`config.mk`:
```
export PLATFORM = sky130hd
export DESIGN_NAME = alu_two_level
export DESIGN_NICKNAME = d
export VERILOG_FILES = /design/src/rtl/alu_ctl_pkg.sv /design/src/rtl/alu_op_decoder.sv /design/src/rtl/alu_core.sv /design/src/rtl/alu_two_level.sv
export SDC_FILE = /design/constraint.sdc
export NUM_CORES = 1
export LEC_CHECK = 0
export CAP_MARGIN = 20
export CORE_ASPECT_RATIO = 0.8
export CORE_UTILIZATION = 35
export DETAILED_ROUTE_END_ITERATION = 8
export DONT_BUFFER_PORTS = 1
export GPL_ROUTABILITY_DRIVEN = 0
export PLACE_DENSITY = 0.49
export SLEW_MARGIN = 0
export SYNTH_ARGS = -nofsm -noshare
export SYNTH_HDL_FRONTEND = slang
export SYNTH_SLANG_ARGS = --single-unit
```
`constraint.sdc`:
```
create_clock -name clk -period 5.96 [get_ports clk]
set_input_delay 0.596 -clock clk [delete_from_list [all_inputs] [get_ports clk]]
set_output_delay 0.596 -clock clk [all_outputs]
set_load 0.02 [all_outputs]
```
`src/rtl/alu_ctl_pkg.sv`:
```
package alu_ctl_pkg;

    localparam int unsigned SEL_W   = 4;
    localparam int unsigned FUNCT_W = 6;
    localparam int unsigned CLASS_W = 2;

    typedef enum logic [SEL_W-1:0] {
        SEL_AND = 4'b0000,
        SEL_OR  = 4'b0001,
        SEL_ADD = 4'b0010,
        SEL_SUB = 4'b0110,
        SEL_SLT = 4'b0111
    } op_sel_e;

    typedef enum logic [CLASS_W-1:0] {
        CLS_MEM   = 2'b00,
        CLS_CMP   = 2'b01,
        CLS_FIELD = 2'b10,
        CLS_SPARE = 2'b11
    } op_class_e;

    localparam logic [FUNCT_W-1:0] FN_ADD = 6'h20;
    localparam logic [FUNCT_W-1:0] FN_SUB = 6'h22;
    localparam logic [FUNCT_W-1:0] FN_AND = 6'h24;
    localparam logic [FUNCT_W-1:0] FN_OR  = 6'h25;
    localparam logic [FUNCT_W-1:0] FN_SLT = 6'h2A;

endpackage

```
`src/rtl/alu_op_decoder.sv`:
```
module alu_op_decoder
    import alu_ctl_pkg::*;
(
    input  logic [CLASS_W-1:0] cls_i,
    input  logic [FUNCT_W-1:0] funct_i,
    output op_sel_e            sel_o
);

    op_sel_e field_sel;

    // second-level decode of the function field
    always_comb begin
        unique case (funct_i)
            FN_ADD:  field_sel = SEL_ADD;
            FN_SUB:  field_sel = SEL_SUB;
            FN_AND:  field_sel = SEL_AND;
            FN_OR:   field_sel = SEL_OR;
            FN_SLT:  field_sel = SEL_SLT;
            default: field_sel = SEL_ADD;
        endcase
    end

    // first-level decode of the class
    always_comb begin
        unique case (op_class_e'(cls_i))
            CLS_MEM:   sel_o = SEL_ADD;
            CLS_CMP:   sel_o = SEL_SUB;
            CLS_FIELD: sel_o = field_sel;
            default:   sel_o = SEL_ADD;
        endcase
    end

endmodule

```
`src/rtl/alu_core.sv`:
```
module alu_core
    import alu_ctl_pkg::*;
#(
    parameter int unsigned WIDTH        = 32,
    parameter bit          SHARED_ADDER = 1'b1
) (
    input  logic [WIDTH-1:0] a_i,
    input  logic [WIDTH-1:0] b_i,
    input  op_sel_e          sel_i,
    output logic [WIDTH-1:0] res_o,
    output logic             zero_o
);

    localparam int unsigned MSB = WIDTH - 1;

    logic [WIDTH-1:0] sum_w;
    logic [WIDTH-1:0] diff_w;
    logic             less_w;

    generate
        if (SHARED_ADDER) begin : g_shared
            // one adder; B is inverted with carry-in for subtract-type selects
            logic             sub_mode;
            logic [WIDTH-1:0] b_eff;
            logic [WIDTH-1:0] adder_out;
            assign sub_mode  = (sel_i == SEL_SUB) || (sel_i == SEL_SLT);
            assign b_eff     = sub_mode ? ~b_i : b_i;
            assign adder_out = a_i + b_eff + {{(WIDTH-1){1'b0}}, sub_mode};
            assign sum_w     = adder_out;
            assign diff_w    = adder_out;
        end else begin : g_split
            assign sum_w  = a_i + b_i;
            assign diff_w = a_i - b_i;
        end
    endgenerate

    // signed less-than: sign of difference, corrected when operand signs differ
    assign less_w = (a_i[MSB] ^ b_i[MSB]) ? a_i[MSB] : diff_w[MSB];

    always_comb begin
        unique case (sel_i)
            SEL_AND: res_o = a_i & b_i;
            SEL_OR:  res_o = a_i | b_i;
            SEL_SUB: res_o = diff_w;
            SEL_SLT: res_o = {{(WIDTH-1){1'b0}}, less_w};
            default: res_o = sum_w;
        endcase
    end

    assign zero_o = ~|res_o;

endmodule

```
`src/rtl/alu_two_level.sv`:
```
module alu_two_level
    import alu_ctl_pkg::*;
#(
    parameter int unsigned WIDTH        = 32,
    parameter bit          SHARED_ADDER = 1'b1
) (
    input  logic               clk,
    input  logic               rst_n,
    input  logic [1:0]         op_class,
    input  logic [5:0]         funct,
    input  logic [WIDTH-1:0]   opnd_a,
    input  logic [WIDTH-1:0]   opnd_b,
    output logic [3:0]         op_sel,
    output logic [WIDTH-1:0]   result,
    output logic               zero
);

    typedef struct packed {
        op_sel_e          sel;
        logic [WIDTH-1:0] res;
        logic             zf;
    } stage_t;

    op_sel_e          dec_sel;
    logic [WIDTH-1:0] core_res;
    logic             core_zero;
    stage_t           st_d;
    stage_t           st_q;

    alu_op_decoder dec_i (
        .cls_i   (op_class),
        .funct_i (funct),
        .sel_o   (dec_sel)
    );

    alu_core #(
        .WIDTH        (WIDTH),
        .SHARED_ADDER (SHARED_ADDER)
    ) core_i (
        .a_i    (opnd_a),
        .b_i    (opnd_b),
        .sel_i  (dec_sel),
        .res_o  (core_res),
        .zero_o (core_zero)
    );

    always_comb begin
        st_d     = st_q;
        st_d.sel = dec_sel;
        st_d.res = core_res;
        st_d.zf  = core_zero;
    end

    always_ff @(posedge clk) begin
        if (!rst_n) begin
            st_q.sel <= SEL_AND;
            st_q.res <= '0;
            st_q.zf  <= 1'b1;
        end else begin
            st_q <= st_d;
        end
    end

    assign op_sel = st_q.sel;
    assign result = st_q.res;
    assign zero   = st_q.zf;

endmodule

```
==> run metrics <==
most area-hungry cell type in the Yosys netlist=dfxtp_1; placeable core region=10900 um2; Post-Synthesis Cell Area=3970 um2; share of flip-flops with an asynchronous set or reset after synthesis=0%; fraction of final layout cells sized beyond drive strength 1=4.23%; buffer cell driving the clock tree root=clkbuf_16; total of cells resized after clock tree synthesis=0; Port Buffer Count=0; reported leakage power=1.73 nW; Total Die Area=11800 um2; Initial Utilization=36.3%; worst setup margin=1.14 ns; kind of path behind the tightest hold check=in2reg; data required time of the critical path=6.15 ns; top cells by area in the synthesized netlist=dfxtp_1, ha_1, xor2_1, maj3_1, a21oi_1; worst hold slack across all endpoints=0.405 ns; maxcap violations=0; remaining global-route overflow=0; final cycle utilization of the critical path=81.0%; TritonRoute pass-1 iters=4; startpoint type of the worst setup path=input port; clock-pin slew of the registers on the worst-case setup and hold paths=0.05 ns; Syn Nets=621; count of cell types in the netlist=60; setup bufs post-CTS=0; instance count along the most critical hold path=1; hold violation count in the final report=0; Die W=121 um; Worst EP arrival=5.01 ns; Synth Area in XOR/XNOR=13.5%; Core Rows=34; vias in the first global route=3548; adder-cell area share of the yosys netlist=18.2%; largest family of logic cells by synthesized area=compound AO/OA/AOI/OAI gates; number of endpoints failing setup at the final stage=0; maximum number of pins on one net before global-route repair=50; flops & latches, synth=36; Crit Path Category=in2reg; number of cells produced by synthesis=509; Setup WS pre-CTS=0.834 ns; worst hold start=rst_n; height of the chip=97.2 um; critical path peak fanout=21; Iter 0 DRT Violations=163; top library cells by usage in the layout, fill and taps aside=nand2_1, a21oi_1, xor2_1; WL final=12000 um; wire length of the first global-routing pass=19300 um; top cell type's share of synthesized area=18.2%; Worst Setup End Kind=register; Post-synth top flop=dfxtp_1; average detailed-routed wire length per instance=18.7 um; initial antenna violation count=0; fin cells=642; min Tclk post-route=4.82 ns; setup total negative slack=0 ns; DR DRC count=0; count of flip-flops with a built-in enable after synthesis=0; placed instance count=633; GRT Util Overall=20.8%; transition time at the pin with the least slew margin=0.772 ns; capture endpoint of the worst hold path=zero$_SDFF_PN1_; area of all placed cells without fillers=4250 um2; cts hold-fix bufs=0; top-level port count=111; register area share after synthesis=18.2%; number of vias per cell after detailed routing=5.59; yosys warns=0; Final ANT Viol Nets=0; power per standard cell area=269 nW/um2; fill cell instance count of the final layout=1134; fraction of the mapped netlist area in compound gates=27.9%; total number of nets in the final design=608; total CTS buffers=5; half-perimeter wire length after placement=9750 um; Placement Cell Area=4090 um2; # clock sinks=36; layout overhead on the synthesized area=7.16%; final slew viol count=0; maximum clock insertion buffer count=2; proportion of synthesized area in mux cells=0.252%; synthesized area per cell=7.79 um2; outcome=finished, final reports clean; worst setup path startpoint=op_class[0]; IR drop worst, VDD=0.117 mV; htree depth=2; clock tree from TritonCTS=done; max frequency=0.207 GHz; vias after detailed routing=3588; RSZ-0062 raised after global routing=no; normalized max-slew margin=48.4%; Simple-Gate Fraction of Synth Area=18.1%
-- worst max-delay path by stage --
stage | to | slack [ns] | cells after the start
final | zero$_SDFF_PN1_ | 1.14 | 18
after global routing | zero$_SDFF_PN1_ | 0.73 | 18
after CTS | zero$_SDFF_PN1_ | 1.11 | 18
after detailed placement | zero$_SDFF_PN1_ | 0.83 | 18
after global placement | zero$_SDFF_PN1_ | 0.96 | 18
after floorplan | zero$_SDFF_PN1_ | 1.19 | 19
-- sequential cells by signal, summed over array words and instances, names as in the netlist --
signal / flops
op_sel: 3
zero: 1
result: 32
-- where the power goes --
group | leakage (nW) | total (mW) | internal, mW | switching [mW]
Combinational | 1.35 | 0.512 | 0.203 | 0.309
Sequential | 0.299 | 0.345 | 0.281 | 0.0635
Clock | 0.0808 | 0.285 | 0.196 | 0.0885
-- per-layer routing --
metal / up-vias / GRT usage (%) / routed length (um)
met5: - / 0 / 0
met4: 0 / 5.41 / 227
met3: 16 / 3.17 / 783
met2: 111 / 30.1 / 4890
met1: 1642 / 31.6 / 6100
li1: 1819 / - / -
-- synth_stat cells, types with 5 or more instances --
master    instances
a21oi_1          43
nand2_1          43
xor2_1           41
o21ai_0          38
ha_1             37
dfxtp_1          36
nor2_1           25
maj3_1           24
and2_1           21
xnor2_1          20
a21o_1           14
clkbuf_1         13
inv_1            13
a211oi_1         12
nor2b_1          12
o21a_1           12
nor3_1            9
a22oi_1           7
a31oi_1           7
nand4_1           7
buf_2             6
nand3_1           5
o21bai_1          5
-- final cells by class --
cell class                 instances  area [um2]  area share (%)
sequential                        36         721            17.0
timing repair buffer               3        22.5           0.530
tap                              144         180            4.24
inverter                          13        48.8            1.15
clock buffer                       6         129            3.03
multi-input combinational        437        3110            73.2
clock inverter                     2        35.0           0.824
antenna                            1        2.50          0.0589
-- logic make-up after synthesis --
kind of cell / count (synthesis)
muxes: 1
AOI/OAI and AO/OA: 172
other: 1
adders and majority gates: 62
xor gates and xnor gates: 61
buffers and inverters: 36
and+or+nand+nor: 140
DFF: 36
-- critical path: stages --
cell      delay [ns]
inv_1           0.03
ha_1            0.22
and3b_1         0.23
a31oi_1         0.17
nor2_4          0.63
xor2_1          0.23
fa_1            0.48
a21o_1          0.21
a221oi_1        0.39
o21ai_0         0.19
xor2_1          0.17
a22o_1          0.30
nor4_1          0.26
and4_1          0.22
nand4_1         0.09
and4b_1         0.27
nand4_1         0.11
o31ai_2         0.23
-- through the flow --
stage / power, mW / utilization (%)
3_3_place_gp: 0.856 / 37.4
2_1_floorplan: 0.728 / -
6_report: 1.14 / 38.9
4_1_cts: 1.14 / 38.9
3_5_place_dp: 0.854 / 37.4
5_1_grt: 1.22 / 38.9
Note: power is estimated with default switching activity, not from simulation.
